<file path="config.mk">
export PLATFORM = sky130hd
export DESIGN_NAME = pgood_qualifier
export DESIGN_NICKNAME = d
export VERILOG_FILES = /design/src/rtl/pg_pkg.sv /design/src/rtl/pg_sync.sv /design/src/rtl/pg_change_det.sv /design/src/rtl/pg_blank_timer.sv /design/src/rtl/pgood_qualifier.sv
export SDC_FILE = /design/constraint.sdc
export NUM_CORES = 1
export LEC_CHECK = 0
export BUFFER_PORTS_ARGS = -buffer_cell sky130_fd_sc_hd__buf_2
export CAP_MARGIN = 10
export CORE_UTILIZATION = 50
export CTS_CLUSTER_SIZE = 30
export DETAILED_ROUTE_END_ITERATION = 16
export PLACE_DENSITY = 0.7
export SYNTH_ARGS = -nofsm -noshare
export SYNTH_HDL_FRONTEND = slang
export SYNTH_SLANG_ARGS = --single-unit
</file>
<file path="constraint.sdc">
create_clock -name clk -period 2.2 [get_ports clk]
set_input_delay 0.33 -clock clk [delete_from_list [all_inputs] [get_ports clk]]
set_output_delay 0.33 -clock clk [all_outputs]
set_load 0.05 [all_outputs]
</file>
<file path="src/rtl/pg_pkg.sv">
package pg_pkg;

    // Control levels that share one synchronizer bank.
    typedef struct packed {
        logic stop_n;
        logic deeper;
        logic in_win;
        logic cg_good;
        logic armed;
    } ctl_t;

    localparam int CTL_W = $bits(ctl_t);

    // Registered result of the qualifier.
    typedef struct packed {
        logic int_good;
        logic pull_low;
    } out_st_t;

endpackage

</file>
<file path="src/rtl/pg_sync.sv">
module pg_sync #(
    parameter int W      = 1,
    parameter int STAGES = 2
) (
    input  logic         clk,
    input  logic [W-1:0] d_i,
    output logic [W-1:0] q_o
);
    typedef logic [W-1:0] stage_t;

    stage_t chain_d [STAGES];
    stage_t chain_q [STAGES];

    always_comb begin
        chain_d[0] = d_i;
        for (int i = 1; i < STAGES; i++) begin
            chain_d[i] = chain_q[i-1];
        end
    end

    generate
        for (genvar g = 0; g < STAGES; g++) begin : g_stage
            always_ff @(posedge clk) begin
                chain_q[g] <= chain_d[g];
            end
        end
    endgenerate

    assign q_o = chain_q[STAGES-1];

endmodule

</file>
<file path="src/rtl/pg_change_det.sv">
module pg_change_det #(
    parameter int VID_W = 7
) (
    input  logic             clk,
    input  logic             rst_n,
    input  logic [VID_W-1:0] vid_i,
    input  logic             stop_n_i,
    input  logic             deeper_i,
    output logic             chg_o
);
    typedef struct packed {
        logic [VID_W-1:0] vid;
        logic             stop_n;
        logic             deeper;
    } snap_t;

    snap_t cur, prev_d, prev_q;
    logic  vid_moved, stop_moved, deeper_moved;

    always_comb begin
        cur.vid    = vid_i;
        cur.stop_n = stop_n_i;
        cur.deeper = deeper_i;

        vid_moved    = (cur.vid    != prev_q.vid);
        stop_moved   = (cur.stop_n != prev_q.stop_n);
        deeper_moved = (cur.deeper != prev_q.deeper);

        // In deeper sleep the target ignores the code, so a code move alone is no event.
        chg_o = rst_n & (deeper_moved | stop_moved | (vid_moved & ~cur.deeper));

        // Track present value every cycle, also in reset, so release is clean.
        prev_d = cur;
    end

    always_ff @(posedge clk) begin
        prev_q <= prev_d;
    end

endmodule

</file>
<file path="src/rtl/pg_blank_timer.sv">
module pg_blank_timer #(
    parameter int BLANK_CYCLES = 13750,
    parameter int CNT_W        = $clog2(BLANK_CYCLES + 1)
) (
    input  logic             clk,
    input  logic             rst_n,
    input  logic             restart_i,
    output logic             mask_o,
    output logic [CNT_W-1:0] cnt_o
);
    localparam logic [CNT_W-1:0] LOAD = CNT_W'(BLANK_CYCLES);

    logic [CNT_W-1:0] cnt_d, cnt_q;

    always_comb begin
        if (!rst_n) begin
            cnt_d = '0;
        end else if (restart_i) begin
            cnt_d = LOAD;
        end else if (cnt_q != '0) begin
            cnt_d = cnt_q - 1'b1;
        end else begin
            cnt_d = cnt_q;
        end
    end

    always_ff @(posedge clk) begin
        cnt_q <= cnt_d;
    end

    assign mask_o = restart_i | (cnt_q != '0);
    assign cnt_o  = cnt_q;

endmodule

</file>
<file path="src/rtl/pgood_qualifier.sv">
module pgood_qualifier #(
    parameter int VID_W        = 7,
    parameter int BLANK_CYCLES = 13750,
    parameter int SYNC_STAGES  = 2,
    localparam int CNT_W       = $clog2(BLANK_CYCLES + 1)
) (
    input  logic             clk,
    input  logic             rst_n,
    input  logic [VID_W-1:0] vid_i,
    input  logic             stop_cpu_n_i,
    input  logic             deeper_sleep_i,
    input  logic             in_window_i,
    input  logic             chipset_good_i,
    input  logic             ss_armed_i,
    output logic             pull_low_o
);
    import pg_pkg::*;

    ctl_t              ctl_raw, ctl_s;
    logic [CTL_W-1:0]  ctl_bits;
    logic [VID_W-1:0]  vid_s;
    logic              chg;
    logic              mask_on;
    logic [CNT_W-1:0]  cnt;
    out_st_t           st_d, st_q;
    logic              int_good_q;
    logic              arm_s, cg_s, win_s;

    always_comb begin
        ctl_raw.stop_n  = stop_cpu_n_i;
        ctl_raw.deeper  = deeper_sleep_i;
        ctl_raw.in_win  = in_window_i;
        ctl_raw.cg_good = chipset_good_i;
        ctl_raw.armed   = ss_armed_i;
    end

    pg_sync #(.W(VID_W), .STAGES(SYNC_STAGES)) u_vid_sync (
        .clk (clk),
        .d_i (vid_i),
        .q_o (vid_s)
    );

    pg_sync #(.W(CTL_W), .STAGES(SYNC_STAGES)) u_ctl_sync (
        .clk (clk),
        .d_i (ctl_raw),
        .q_o (ctl_bits)
    );

    assign ctl_s = ctl_t'(ctl_bits);
    assign arm_s = ctl_s.armed;
    assign cg_s  = ctl_s.cg_good;
    assign win_s = ctl_s.in_win;

    pg_change_det #(.VID_W(VID_W)) u_chg (
        .clk      (clk),
        .rst_n    (rst_n),
        .vid_i    (vid_s),
        .stop_n_i (ctl_s.stop_n),
        .deeper_i (ctl_s.deeper),
        .chg_o    (chg)
    );

    pg_blank_timer #(.BLANK_CYCLES(BLANK_CYCLES), .CNT_W(CNT_W)) u_tmr (
        .clk       (clk),
        .rst_n     (rst_n),
        .restart_i (chg),
        .mask_o    (mask_on),
        .cnt_o     (cnt)
    );

    always_comb begin
        st_d = st_q;
        if (!rst_n) begin
            st_d.int_good = 1'b0;
            st_d.pull_low = 1'b1;
        end else begin
            if (!mask_on) begin
                st_d.int_good = win_s;
            end
            st_d.pull_low = ~(arm_s & cg_s & st_d.int_good);
        end
    end

    always_ff @(posedge clk) begin
        st_q <= st_d;
    end

    assign int_good_q = st_q.int_good;
    assign pull_low_o = st_q.pull_low;

endmodule

</file>
**Word-level counts from Yosys, hierarchy flattened**

Memory sizes are Yosys's and may differ from the RTL's.
Index checks and enable logic that the tools add are counted.
W data, S select, Z words.

- Register bits: 25
- Bits in writable memories: 24
- Input port bits: 14
- Logic and storage cells: 30
- Memories kept: 2

Memories:

| memory | words | width | read ports | clocked after memory_dff | write ports | line | source |
|---|---|---|---|---|---|---|---|
| u_vid_sync.chain_q | 2 | 7 | 2 | 0 | 2 | pg_sync.sv:12 | `stage_t chain_q [STAGES];` |
| u_ctl_sync.chain_q | 2 | 5 | 2 | 0 | 2 | pg_sync.sv:12 |  |

- Add/subtract/negate cells: 1
- Eq/ne operators: 3
- Mux-type cells: 4
- Bitwise operators: 10
- Reduce and logical (&&, ||, !) cells: 3

Operators by type and width:

| cell | count |
|---|---|
| $mux W14 | 2 |
| $reduce_bool A14 Y1 | 1 |
| $sub A14 B1 Y14 const B | 1 |
| $ne A7 B7 Y1 | 1 |
| $and A1 B1 Y1 | 4 |
| $not A1 Y1 | 3 |
| $or A1 B1 Y1 | 3 |
| $mux W1 | 2 |
| $ne A1 B1 Y1 | 2 |
| $reduce_bool A2 Y1 | 1 |
| $reduce_or A2 Y1 | 1 |

**Depth between registers and ports, before layout**

- Word-level depth: 9
- Depth in mapped cells: 8
- Mapped depth without buffers: 7

**Modules after synthesis**

From an unflattened synthesis, not the netlist that was laid out.

- Cells, all modules: 136
- Area, all modules: 1579.0 um2

Modules (own cells, without submodules):

| module | instances | cells an instance | area an instance (um2) | sequential area each (um2) |
|---|---|---|---|---|
| pg_blank_timer | 1 | 84 | 745.7 | 280.3 |
| pg_change_det | 1 | 23 | 287.8 | 180.2 |
| pg_sync (u_vid_sync) | 1 | 14 | 280.3 | 280.3 |
| pg_sync (u_ctl_sync) | 1 | 10 | 200.2 | 200.2 |
| pgood_qualifier | 1 | 5 | 65.1 | 40.0 |

**Least setup slack after synthesis**

OpenSTA, ideal clock, no wires.

- Path kind: register -> register
- Start: reg u_tmr.cnt_q[0], in the netlist u_tmr.cnt_o[0]
- End: reg st_q (netlist bit pull_low_o)
- Data arrival time: 2170 ps
- Data required time: 2077 ps
- Setup slack: -93 ps
- Cell stages (with the launch flop): 8
- Path buffers: 1
- Period minus slack after synthesis: 2293 ps
- Cell sequence: dfxtp_1 > inv_1 > ha_1 > or4b_1 > or4_4 > buf_6 > nor3_4 > mux2_1

- Word-level cells in the longest chain between the ends: 6

RTL lines:

| item | line | source |
|---|---|---|
| start, declared | pg_blank_timer.sv:13 | `logic [CNT_W-1:0] cnt_d, cnt_q;` |
| start signal, assigned | pg_blank_timer.sv:28 | `cnt_q <= cnt_d;` |
| $reduce_bool A14 Y1 | pg_blank_timer.sv:31 | `assign mask_o = restart_i \| (cnt_q != '0);` |
| $or A1 B1 Y1 | pg_blank_timer.sv:31 |  |
| $mux W1 | pgood_qualifier.sv:77 | `if (!mask_on) begin` |
| $mux W1 | pgood_qualifier.sv:73 | `if (!rst_n) begin` |
| $and A1 B1 Y1 | pgood_qualifier.sv:80 | `st_d.pull_low = ~(arm_s & cg_s & st_d.int_good);` |
| $not A1 Y1 | pgood_qualifier.sv:80 |  |
| end signal, assigned | pgood_qualifier.sv:85 | `st_q <= st_d;` |
| end, declared | pgood_qualifier.sv:25 | `out_st_t st_d, st_q;` |

Every way passes these cells. The select of a mux whose other input is x is not followed.
A chain may end at the register's enable or synchronous reset.

**Worst setup path in the final report**

- Start: reg u_tmr.cnt_q[8], in the netlist u_tmr.cnt_o[8]
- End: reg u_tmr.cnt_q[3], in the netlist u_tmr.cnt_o[3]

- Word-level cells in the longest chain between the ends: 1

RTL lines:

| item | line | source |
|---|---|---|
| $reduce_bool A14 Y1 | pg_blank_timer.sv:20 | `end else if (cnt_q != '0) begin` |

Every way passes these cells.

==> results.sh <==
export IMPL_status="complete, no violations"
export IMPL_timing_critical_path_cells="or4_4, or4_4, buf_4, nand3b_2, xnor2_1, and3_1"
export IMPL_final_setup_skew_ps=11.2
export IMPL_combPwrFrac=0.076
export IMPL_whs_ps=62.5
export IMPL_cpPeakStageDelay_ps=580
export IMPL_arrival_ps=2370
export IMPL_cts_setup_buffers=0
export IMPL_hp_class="input pin to flop"
export IMPL_die_area_sq_um=3380
export IMPL_dp_slack_ps=85.3
export IMPL_clock_sinks=49
export IMPL_fin_crit_ps=2100
export IMPL_ys_ff_latch=49
export IMPL_synth_top_area_frac=0.623
export IMPL_clk_path_buf_depth=2
export IMPL_tritoncts="yes"
export IMPL_grt_pass1_wl_mm=4.25
export IMPL_ctsResizeCount=0
export IMPL_tightest_slew_ps=575
export IMPL_num_vias=1047
export IMPL_power_mw=1.48
export IMPL_synth_most_common_cell="dfxtp_1"
export IMPL_tns_ps=0
export IMPL_initial_utilization=0.520
export IMPL_peakVddDrop_mv=0.591
export IMPL_synthArstFlopShare=0
export IMPL_rows=20
export IMPL_diodes=0
export IMPL_synthTopCellsByArea="dfxtp_1, xor2_1, nor4_1, a21oi_1, xnor2_1"
export IMPL_crit_start="u_tmr.cnt_o[8]"
export IMPL_p_int_mw=1.12
export IMPL_synth_edf_count=0
export IMPL_final_cell_area_sq_um=1780
export IMPL_yosys_warnings=0
export IMPL_num_io_pins=15
export IMPL_syn_avg_cell_area_sq_um=11.3
export IMPL_finalNetCount=175
export IMPL_seq_area_frac_synth=0.623
export IMPL_clk_latency_ps=360
export IMPL_slew_headroom=0.611
export IMPL_path_clk_slew_ps=140
export IMPL_grt_usage=0.171
export IMPL_critPathSlowestCell="or4_4"
export IMPL_place_area_sq_um=1720
export IMPL_syn_nets=154
export IMPL_fin_cells=205
export IMPL_final_hold_viol_count=0
export IMPL_leakage_nw=0.728
export IMPL_drc=0
export IMPL_die_y_um=58.1
export IMPL_final_seq_area_sq_um=983
export IMPL_vias_per_cell=5.11
export IMPL_rsz0062_at_grt="false"
export IMPL_synth_top_cells_by_count="dfxtp_1, xor2_1, nor2_1, a21oi_1, nand2_1"
export IMPL_final_util=0.588
export IMPL_synth_cell_types=32
export IMPL_grt_pass1_vias=1039
export IMPL_fmax_mhz=477
export IMPL_synthCells=139
export IMPL_slew_viol_final=0
export IMPL_io_buffer_count=14
export IMPL_place_inst=197
export IMPL_multi_input_area_sq_um=569
export IMPL_hp_start="deeper_sleep_i"
export IMPL_drt_wl_total_mm=2.37
export IMPL_die_width_um=58.1
export IMPL_pwr_share_seq=0.653
export IMPL_drt_iter0_markers=63
export IMPL_p_sw_uw=362
export IMPL_pwr_share_clk=0.271
export IMPL_synth_area_leader_cell="dfxtp_1"
export IMPL_gp_congestion=0.826
export IMPL_synth_area_sq_um=1580
export IMPL_crit_top_cell="or4_4"
export IMPL_setup_viol=0
export IMPL_htreeDepth=2
export IMPL_r2r_start="u_tmr.cnt_o[8]"
export IMPL_cts_hold_buf=0
export IMPL_areaGrowthSynthToFinish_pct=13.1
export IMPL_cp_start_kind="flop"
export IMPL_nFillCells=269
export IMPL_path_max_fanout=8
export IMPL_drt_wirelength_per_cell_um=11.5
export IMPL_setup_worst_path_end_class="flop"
export IMPL_ant_nets=0
export IMPL_coreArea_sq_um=3030
export IMPL_dp_hpwl_mm=1.72
export IMPL_fin_crit_sh=0.953
export IMPL_required_ps=2480
export IMPL_cts_inserted_buffers=5
export IMPL_first_pass_iters=6
export IMPL_grt_antenna_before_repair=0
export IMPL_p_per_area_nw_per_um2=830
export IMPL_critical_path_class="flop to flop"
export IMPL_maxCapViolCount=0
export IMPL_grt_max_degree=17
export IMPL_synthFlopType="dfxtp_1"
export IMPL_overflow=0
export IMPL_setup_slack_ps=104
export IMPL_p_sw_frac=0.245
export IMPL_drive_above_1_share=0.230
export IMPL_root_buffer="clkbuf_4"
==> worst max-delay path: cells and delay by family, from the launching register on <==
family / cells / cell delay, ps
flip-flops: 1 / 380
XOR/XNOR: 1 / 70
AND/OR/NAND/NOR: 4 / 1390
buffers and inverters: 1 / 180
==> power by group through the flow <==
stage	Clock (mW)	Sequential [mW]	Combinational, mW
2_1_floorplan	0	0.977	0.0825
3_3_place_gp	0	0.983	0.108
3_5_place_dp	0	0.986	0.112
4_1_cts	0.416	0.966	0.113
5_1_grt	0.461	0.974	0.126
6_report	0.401	0.966	0.112
==> placed cells by master (no fill, tap or decap), types with 5 or more instances in the layout <==
cell / instances
nor4_1: 6
dfxtp_1: 47
a21oi_1: 7
xor2_1: 9
buf_2: 14
nand2_1: 7
clkbuf_4: 5
nor2_1: 8
nor3_1: 6
==> routing by layer <==
metal	vias to the layer above	global-route usage	wire length [um]
li1	536	-	-
met1	480	0.191	1030
met2	26	0.279	1190
met3	5	0.0402	95
met4	0	0.133	50
met5	-	0	0
==> flip-flops by register name (all words and copies together) (netlist names) <==
register,cells
u_tmr.cnt_o,14
u_vid_sync.chain_q,14
u_ctl_sync.chain_q,10
u_chg.prev_q,9
int_good_q,1
pull_low_o,1
==> cell type report <==
class	count	area share
Multi-Input combinational cell	82	0.320
Tap cell	44	0.0309
Clock inverter	3	0.0119
Inverter	4	0.00843
Clock buffer	5	0.0211
Timing Repair Buffer	18	0.0562
Sequential cell	49	0.552
==> worst paths after layout <==
kind / endpoint / slack (ps) / cells after the start
setup / recovery: u_tmr.cnt_o[3] / 100 / 6
hold / removal: u_ctl_sync.chain_q[0][3] / 60 / 1
setup reg to reg: u_tmr.cnt_o[3] / 100 / 6
hold reg to reg: u_vid_sync.chain_q[0][11] / 340 / 0
==> cells by family (layout without fill, tap and decap cells) <==
kind of cell | count (synthesis) | count (layout) | synth area share
xor+xnor | 13 | 13 | 0.0723
mux | 3 | 3 | 0.0199
simple gates | 47 | 47 | 0.181
flops | 49 | 49 | 0.623
compound gates | 18 | 18 | 0.0675
buf+inv | 8 | 30 | 0.0286
fa+ha+maj | 1 | 1 | 0.00794
Note: power is estimated with default switching activity, not from simulation.
